File: src/rtl/fdc_seq_pkg.sv
package fdc_seq_pkg;

  typedef enum logic [2:0] {
    PH_IDLE,
    PH_CMD,
    PH_LATCH,
    PH_EXEC,
    PH_RES
  } phase_t;

  localparam int STAT_RQM_BIT = 7;
  localparam int STAT_DIO_BIT = 6;
  localparam int STAT_CB_BIT  = 4;

endpackage

File: src/rtl/fdc_cmd_table.sv
module fdc_cmd_table #(
  parameter int CLEN_W = 4,
  parameter int RLEN_W = 3
) (
  input  logic [7:0]        lead_byte,
  output logic [CLEN_W-1:0] cmd_len,
  output logic [RLEN_W-1:0] res_len
);

  always_comb begin
    unique case (lead_byte[4:0])
      5'h04:   begin cmd_len = CLEN_W'(2); res_len = RLEN_W'(1); end
      5'h06:   begin cmd_len = CLEN_W'(9); res_len = RLEN_W'(7); end
      5'h08:   begin cmd_len = CLEN_W'(1); res_len = RLEN_W'(2); end
      5'h0A:   begin cmd_len = CLEN_W'(2); res_len = RLEN_W'(7); end
      default: begin cmd_len = CLEN_W'(1); res_len = RLEN_W'(1); end
    endcase
  end

endmodule

File: src/rtl/fdc_result_buf.sv
module fdc_result_buf #(
  parameter int MAX_RES = 7,
  parameter int IDX_W   = 3
) (
  input  logic                 clk,
  input  logic                 rst_n,
  input  logic                 load,
  input  logic [MAX_RES*8-1:0] din,
  input  logic [IDX_W-1:0]     idx,
  output logic [7:0]           dout
);

  logic [7:0] slot_q [MAX_RES];

  for (genvar g = 0; g < MAX_RES; g++) begin : g_slot
    always_ff @(posedge clk or negedge rst_n) begin
      if (!rst_n) begin
        slot_q[g] <= '0;
      end else if (load) begin
        slot_q[g] <= din[g*8 +: 8];
      end
    end
  end

  always_comb begin
    dout = '0;
    for (int k = 0; k < MAX_RES; k++) begin
      if (idx == IDX_W'(k)) dout = slot_q[k];
    end
  end

endmodule

File: src/rtl/fdc_phase_fsm.sv
module fdc_phase_fsm
  import fdc_seq_pkg::*;
#(
  parameter int CLEN_W = 4,
  parameter int RLEN_W = 3
) (
  input  logic              clk,
  input  logic              rst_n,
  input  logic              host_wr,
  input  logic              host_rd,
  input  logic [7:0]        host_wdata,
  input  logic              exec_done,
  input  logic [CLEN_W-1:0] tbl_cmd_len,
  input  logic [RLEN_W-1:0] tbl_res_len,
  output phase_t            phase,
  output logic [RLEN_W-1:0] res_idx,
  output logic [7:0]        lead_byte,
  output logic              irq,
  output logic              wr_err,
  output logic              load_res,
  output logic              exec_start
);

  phase_t            phase_q, phase_d;
  logic [CLEN_W-1:0] got_q, got_d, need_q, need_d;
  logic [RLEN_W-1:0] rneed_q, rneed_d, ridx_q, ridx_d;
  logic [7:0]        lead_q, lead_d;
  logic              irq_q, irq_d, err_q, err_d;

  always_comb begin
    phase_d  = phase_q;
    got_d    = got_q;
    need_d   = need_q;
    rneed_d  = rneed_q;
    ridx_d   = ridx_q;
    lead_d   = lead_q;
    irq_d    = irq_q;
    err_d    = err_q;
    load_res = 1'b0;
    unique case (phase_q)
      PH_IDLE: begin
        if (host_wr) begin
          lead_d  = host_wdata;
          need_d  = tbl_cmd_len;
          rneed_d = tbl_res_len;
          got_d   = CLEN_W'(1);
          phase_d = PH_LATCH;
        end
      end
      PH_CMD: begin
        if (host_wr) begin
          got_d   = got_q + CLEN_W'(1);
          phase_d = PH_LATCH;
        end
      end
      PH_LATCH: begin
        phase_d = (got_q >= need_q) ? PH_EXEC : PH_CMD;
      end
      PH_EXEC: begin
        if (exec_done) begin
          load_res = 1'b1;
          ridx_d   = '0;
          irq_d    = 1'b1;
          phase_d  = PH_RES;
        end
      end
      PH_RES: begin
        if (host_wr) err_d = 1'b1;
        if (host_rd) begin
          irq_d  = 1'b0;
          ridx_d = ridx_q + RLEN_W'(1);
          if (ridx_q == rneed_q - RLEN_W'(1)) phase_d = PH_IDLE;
        end
      end
      default: phase_d = PH_IDLE;
    endcase
  end

  always_ff @(posedge clk or negedge rst_n) begin
    if (!rst_n) begin
      phase_q <= PH_IDLE;
      got_q   <= '0;
      need_q  <= '0;
      rneed_q <= '0;
      ridx_q  <= '0;
      lead_q  <= '0;
      irq_q   <= 1'b0;
      err_q   <= 1'b0;
    end else begin
      phase_q <= phase_d;
      got_q   <= got_d;
      need_q  <= need_d;
      rneed_q <= rneed_d;
      ridx_q  <= ridx_d;
      lead_q  <= lead_d;
      irq_q   <= irq_d;
      err_q   <= err_d;
    end
  end

  assign phase      = phase_q;
  assign res_idx    = ridx_q;
  assign lead_byte  = lead_q;
  assign irq        = irq_q;
  assign wr_err     = err_q;
  assign exec_start = (phase_q == PH_LATCH) && (got_q >= need_q);

endmodule

File: src/rtl/fdc_phase_seq.sv
module fdc_phase_seq
  import fdc_seq_pkg::*;
#(
  parameter int MAX_CMD = 9,
  parameter int MAX_RES = 7
) (
  input  logic                 clk,
  input  logic                 rst_n,
  input  logic                 host_wr,
  input  logic                 host_rd,
  input  logic [7:0]           host_wdata,
  output logic [7:0]           host_rdata,
  output logic                 rqm,
  output logic                 dio,
  output logic                 cb,
  output logic                 irq,
  output logic                 wr_err,
  output logic                 exec_start,
  output logic [7:0]           exec_op,
  input  logic                 exec_done,
  input  logic [MAX_RES*8-1:0] exec_result
);

  localparam int CLEN_W = $clog2(MAX_CMD + 1);
  localparam int RLEN_W = $clog2(MAX_RES + 1);

  phase_t            phase;
  logic [CLEN_W-1:0] tbl_cmd_len;
  logic [RLEN_W-1:0] tbl_res_len;
  logic [RLEN_W-1:0] res_idx;
  logic              load_res;
  logic [7:0]        res_byte;
  logic [7:0]        stat_byte;

  fdc_cmd_table #(.CLEN_W(CLEN_W), .RLEN_W(RLEN_W)) i_table (
    .lead_byte (host_wdata),
    .cmd_len   (tbl_cmd_len),
    .res_len   (tbl_res_len)
  );

  fdc_phase_fsm #(.CLEN_W(CLEN_W), .RLEN_W(RLEN_W)) i_fsm (
    .clk         (clk),
    .rst_n       (rst_n),
    .host_wr     (host_wr),
    .host_rd     (host_rd),
    .host_wdata  (host_wdata),
    .exec_done   (exec_done),
    .tbl_cmd_len (tbl_cmd_len),
    .tbl_res_len (tbl_res_len),
    .phase       (phase),
    .res_idx     (res_idx),
    .lead_byte   (exec_op),
    .irq         (irq),
    .wr_err      (wr_err),
    .load_res    (load_res),
    .exec_start  (exec_start)
  );

  fdc_result_buf #(.MAX_RES(MAX_RES), .IDX_W(RLEN_W)) i_rbuf (
    .clk   (clk),
    .rst_n (rst_n),
    .load  (load_res),
    .din   (exec_result),
    .idx   (res_idx),
    .dout  (res_byte)
  );

  assign rqm = (phase == PH_IDLE) || (phase == PH_CMD) || (phase == PH_RES);
  assign dio = (phase == PH_RES);
  assign cb  = (phase != PH_IDLE);

  always_comb begin
    stat_byte               = '0;
    stat_byte[STAT_RQM_BIT] = rqm;
    stat_byte[STAT_DIO_BIT] = dio;
    stat_byte[STAT_CB_BIT]  = cb;
  end

  assign host_rdata = dio ? res_byte : stat_byte;

endmodule

File: config.mk
export PLATFORM = sky130hd
export DESIGN_NAME = fdc_phase_seq
export DESIGN_NICKNAME = d
export VERILOG_FILES = /design/src/rtl/fdc_seq_pkg.sv /design/src/rtl/fdc_cmd_table.sv /design/src/rtl/fdc_result_buf.sv /design/src/rtl/fdc_phase_fsm.sv /design/src/rtl/fdc_phase_seq.sv
export SDC_FILE = /design/constraint.sdc
export NUM_CORES = 1
export LEC_CHECK = 0
export CORE_MARGIN = 5
export CORE_UTILIZATION = 35
export DETAILED_ROUTE_END_ITERATION = 8
export SLEW_MARGIN = 15
export SYNTH_ARGS = -nofsm -noshare
export SYNTH_HDL_FRONTEND = slang
export SYNTH_HIERARCHICAL = 1
export SYNTH_SLANG_ARGS = --single-unit
File: constraint.sdc
create_clock -name clk -period 1.7 [get_ports clk]
set_input_delay 0.34 -clock clk [delete_from_list [all_inputs] [get_ports clk]]
set_output_delay 0.34 -clock clk [all_outputs]
set_load 0.01 [all_outputs]
---- Word level (Yosys, flattened, before mapping) ----
Index checks and enable logic that the tools add are counted.
storage, ports and cells
  input port bits ......................... 69
  flip-flop bits (word level) ............. 83
  logic and storage cells ................. 83
  output and inout bits ................... 22
cells by class
  $lt $le $gt $ge ......................... 1
  add/sub/neg operators ................... 3
  mux-type cells .......................... 27
  equality and inequality tests ........... 21
  reductions and logical operators ........ 16
operators with widths
  kind                                                                     number
  8-bit 2-to-1 mux                                                         8
  3-bit 2-to-1 mux                                                         6
  4-bit case mux with 2 select lines                                       2
  3-bit by 2-bit equality test with 1-bit output, second input constant    4
  3-bit equality test, second input constant                               4
  3-bit case mux with 2 select lines                                       2
  3-bit case mux with 4 select lines                                       1
  5-bit by 3-bit equality test with 1-bit output, second input constant    2
  5-bit by 4-bit equality test with 1-bit output, second input constant    2
  4-bit 2-to-1 mux                                                         2
  2-bit inequality test, second input constant                             4
  3-bit by 1-bit equality test with 1-bit output, second input constant    2
  3-bit logical NOT                                                        2
  3-bit AND reduction                                                      2
  2-bit OR reduction                                                       3
  4-bit by 1-bit adder with 4-bit output, second input constant            1
  4-bit greater-or-equal comparator                                        1
  1-bit 2-to-1 mux                                                         4
  2-bit by 1-bit inequality test with 1-bit output, second input constant  2
  2-bit AND reduction                                                      2
  4-bit AND reduction                                                      1
  2-bit nonzero test                                                       2
  3-bit by 1-bit adder with 3-bit output, second input constant            1
  3-bit equality test                                                      1
  other kinds (6)                                                          7

---- Logic depth before layout (Yosys ltp) ----
  depth after elaboration ................. 9
  mapped depth ............................ 8
  gate-level depth less buffers ........... 6

---- Cells and area by module ----
The synthesis kept the hierarchy.
modules (own cells, without submodules)
  module          cells an instance  area an instance (µm²)  instances  sequential area each (µm²)
  fdc_result_buf  209                2672.6                  1          1401.3
  fdc_phase_fsm   118                1288.7                  1          675.6
  fdc_cmd_table   14                 100.1                   1          0.0
  fdc_phase_seq   12                 90.1                    1          0.0

---- Worst setup path before layout ----
Ideal clock, no wire load.
  kind .................................... reg-to-output
  start ................................... register i_fsm.ridx_q[1], in the netlist i_fsm/res_idx[1]
  end ..................................... output port host_rdata[4]
  required time ........................... 1360 ps
  arrival ................................. 1492 ps
  stages on the path, launching flop included .. 7
  buffers on the path ..................... 3
  setup slack ............................. -132 ps
  cells stage by stage .................... dfrtp_1 buf_6 buf_6 buf_2 o32ai_1 a21oi_1 a211o_2
on the way
  cells in the longest elaborated chain, start to end .. 9
  elaborated cells between the ends (all ways) .. 15
  those cells by class .................... 6 x eq/ne; 8 x mux; 1 x reduce/logical
ends and longest elaborated chain
  item                            RTL line              text
  start, declared                 fdc_phase_fsm.sv:26   logic [RLEN_W-1:0] rneed_q, rneed_d, ridx_q, ridx_d;
  start signal, assigned          fdc_phase_fsm.sv:94   ridx_q <= ridx_d;
  3-bit logical NOT               fdc_result_buf.sv:28  if (idx == IDX_W'(k)) dout = slot_q[k];
  8-bit 2-to-1 mux (6 in series)  fdc_result_buf.sv:28
  8-bit 2-to-1 mux (*)            fdc_result_buf.sv:28
  net res_byte[4]                 fdc_phase_seq.sv:32   logic [7:0] res_byte;
  8-bit 2-to-1 mux (*)            fdc_phase_seq.sv:79   assign host_rdata = dio ? res_byte : stat_byte;
  end, declared                   fdc_phase_seq.sv:12   output logic [7:0] host_rdata,
The timed path passes the listed nets; every way through them passes the cells marked *.

---- Worst setup path after layout ----
Ends and elaborated chain as after synthesis.

==> results by group <==
Status
  – Status: complete, but fails checks
  – Failing checks: setup timing

Setup path
  – Critical Path Fanout Max: 4
  – Startpoint Class: flop
  – Delay-heaviest family, CP: compound AO/OA/AOI/OAI gates
  – WP data required: 1360 ps
  – Worst stage delay on the critical path: 450 ps
  – Critical Path, Cell by Cell: buf_12 > nor2b_4 > buf_4 > o2bb2ai_1 > nand2b_1 > a21oi_2 > a211o_2 > buf_6
  – Setup crit start: i_fsm/res_idx[1]
  – Critical path buffer and inverter count: 3
  – Worst reg2reg path startpoint: i_fsm/phase[2]
  – CP endpoint kind: output pin
  – Critical path data arrival time: 1880 ps
  – Slowest CP cell: dfrtp_2
  – Critical Setup Path Class: flop to output pin

Final layout
  – Share of cells above drive strength 1: 0.454
  – Layout area overhead: 65.0%
  – Post-Layout Cell Count: 667
  – # diodes: 0
  – Fill cells: 912
  – NumNets Final: 595

GRT
  – Number of global-route vias before repair: 3747
  – Total GRT Usage: 0.170
  – GRT Max-Usage Layer: met2
  – First-pass GRT wire length: 19200 microns
  – GR Util met1: 0.204
  – Met2 GRT Util: 0.294
  – Antenna violations before repair: 0
  – Met3 GRT Util: 0.0573
  – Largest net degree at the start of global routing: 51
  – GRT overflow: 0

Floorplan
  – Core area: 11500 sq um
  – Chip height: 119 microns
  – Starting density of the core: 0.360
  – Io pins: 91
  – Die W: 119 microns
  – Die ar.: 14100 sq um
  – Placement row count: 39

Detailed routing
  – TritonRoute pass-1 iters: 4
  – Via count: 3399
  – Avg Vias per Cell: 5.10
  – Post-route ant nets: 0
  – Wire length per cell: 18.3 microns
  – DRT iter0 DRCs: 114
  – Drt total wl: 12200 microns
  – Drc violations: 0

Synthesis
  – Synth warn: 6
  – Post-Synthesis Cell Area: 4150 sq um
  – Ys async rst share: 1.00
  – Syn_area_per_cell: 11.8 sq um
  – Sequential area share after synthesis: 0.500
  – Synth top area share: 0.500
  – Top cells by area, synth: dfrtp_1 (50%), mux2_2 (18%), o21ai_0 (3.1%), nand2_1 (2.3%), ha_1 (2.1%)
  – Leading area contributor after synthesis: dfrtp_1
  – Syn_nets: 429
  – Yosys cell types: 48
  – Flops & latches, synth: 83
  – Cells after synthesis: 353
  – EDFF count, synth: 0
  – Main synth FF type: dfrtp_1

Timing
  – Fin crit period: 2220 ps
  – Final hold vios: 0
  – Final Max Tran Viols: 0
  – Setup TNS: -9870 ps
  – Final Skew: 6.66 ps
  – Final Cycle Share: 1.30
  – Setup violators final: 73
  – Max Clock Freq: 451 MHz
  – RSZ-0062 raised after global routing: yes
  – Final setup margin: -517 ps

Power and ir drop
  – Maximum vdd ir drop: 1.01 mV
  – Sequential Power Share: 0.315
  – Comb pwr share: 0.527
  – Power Density: 1670 nW/um^2
  – P_leak: 0.00303 uW
  – Internal: 7670 uW
  – Sw Ratio: 0.329
  – P_sw: 3760 uW
  – Final Power: 11400 uW
  – Clk pwr share: 0.158

Job
  – Max-Cap Viols: 0

Clock tree
  – Clock tree buffer depth: 2
  – Reg clk slew, reported paths: 60 ps
  – Number of buffers created by CTS: 9
  – Sinks on the clock net: 83
  – Max H-tree Level: 3
  – Latest clock arrival within the worst-skew pair: 340 ps
  – Root buf cell: clkbuf_16
  – CTS tree: done

Min path
  – Hold WC Path Type: input pin to asynchronous set/reset pin

Place
  – Final RePlAce weighted congestion: 0.767
  – IO buf count: 90
  – Placed cells: 611
  – Detailed Place HPWL: 7560 microns
[metrics by stage]
stage	util	hold WS, ps	setup slack (ps)	cell area (sq um)
finish	0.595	423	-517	6850
global route	0.595	450	-669	6850
CTS	0.571	420	-512	6580
detailed placement	0.479	235	-610	5520
global placement	0.479	235	-582	5520
floorplan	-	44.4	-57.6	4180
[routing by layer]
| metal | share of wire | vias up |
|---|---|---|
| met5 | 0 | - |
| met4 | 0.020 | 0 |
| met3 | 0.059 | 23 |
| met2 | 0.51 | 96 |
| met1 | 0.41 | 1689 |
| li1 | - | 1591 |
[logic make-up after synthesis]
| kind of cell | Yosys count | synth area share |
|---|---|---|
| AOI/OAI and AO/OA | 72 | 0.110 |
| xor gates and xnor gates | 5 | 0.0106 |
| adders and majority gates | 7 | 0.0211 |
| buffers and inverters | 37 | 0.0509 |
| DFF | 83 | 0.500 |
| muxes | 75 | 0.204 |
| other | 1 | 0.000903 |
| and+or+nand+nor | 73 | 0.102 |
[layout make-up]
cell class	instances	area, sq um	share of cell area
Clock buffer	11	243	0.0354
Clock inverter	5	28.8	0.00420
Inverter	16	62.6	0.00913
Multi-Input combinational cell	233	2370	0.345
Sequential cell	83	2080	0.304
Tap cell	143	179	0.0261
Timing Repair Buffer	176	1890	0.276
[state kept, by name (all words and copies together), names as in the netlist]
name             count
i_rbuf/slot_q       56
i_fsm/lead_byte      8
i_fsm/got_q          4
i_fsm/need_q         4
i_fsm/phase          3
i_fsm/res_idx        3
i_fsm/rneed_q        3
i_fsm/irq            1
i_fsm/wr_err         1
[what timing repair did]
action,4_1_cts,5_1_grt
endpoints found under the setup margin,77,83
hold buffers,1,0
setup buffers,25,12
gates cloned,7,2
endpoints found under the hold margin,17,0
gates resized for setup,170,74
pin swaps,23,20
[worst register-to-register path: cells and delay by family (launching register included)]
family                 cells  cell delay, ps
buffers and inverters      6             800
DFF                        1             400
muxes                      1             300
and+or+nand+nor            1             270
[placed cells by master (no fill, tap or decap), types with 3 or more instances in the layout]
cell / n
dfrtp_1: 79
clkdlybuf4s50_1: 77
mux2_4: 64
buf_4: 37
buf_6: 33
inv_1: 14
nand2_1: 14
clkbuf_16: 12
o21ai_1: 11
a21oi_1: 10
nand2b_1: 9
o21ai_2: 9
o21ai_0: 8
mux2i_1: 8
buf_12: 8
buf_2: 8
a21oi_2: 7
nand2_2: 7
nand3_1: 7
ha_1: 7
and2_1: 5
nor2_1: 5
buf_8: 5
a22oi_1: 5
clkinv_2: 4
buf_16: 4
nand2_4: 4
dfrtp_2: 4
o2bb2ai_1: 4
xor2_1: 3
o32ai_2: 3
o32ai_4: 3
[power by group through the flow]
stage	Sequential, uW	Clock [uW]	Combinational (uW)
floorplan	3460	0	2460
global placement	3510	0	3990
detailed placement	3520	0	4080
CTS	3540	1840	5530
global route	3700	1950	6430
finish	3600	1810	6020
[path summary, 6_finish.rpt]
path | depth (start not counted) | slack, ps | endpoint
max | 8 | -520 | host_rdata[4]
min | 2 | 420 | i_rbuf/slot_q[50]
max reg2reg | 8 | -180 | i_rbuf/slot_q[48]
min reg2reg | 1 | 460 | i_fsm/wr_err
max in group asynchronous | 3 | 710 | i_fsm/res_idx[0]
min in group clk | 1 | 460 | i_fsm/wr_err
[Yosys cell counts, drive strengths merged (2+ instances only)]
cell / number
and2: 6
xor2: 3
a21oi: 17
ha: 7
nand2b: 11
clkbuf: 3
inv: 16
o21ai: 28
xnor2: 2
nor3: 4
mux2i: 8
nand3: 7
o32ai: 7
nor3b: 3
mux2: 66
o21a: 2
buf: 18
a22oi: 7
o2bb2ai: 7
nor2: 6
nand2: 25
and4b: 2
dfrtp: 83
Note: power is estimated with default switching activity, not from simulation.
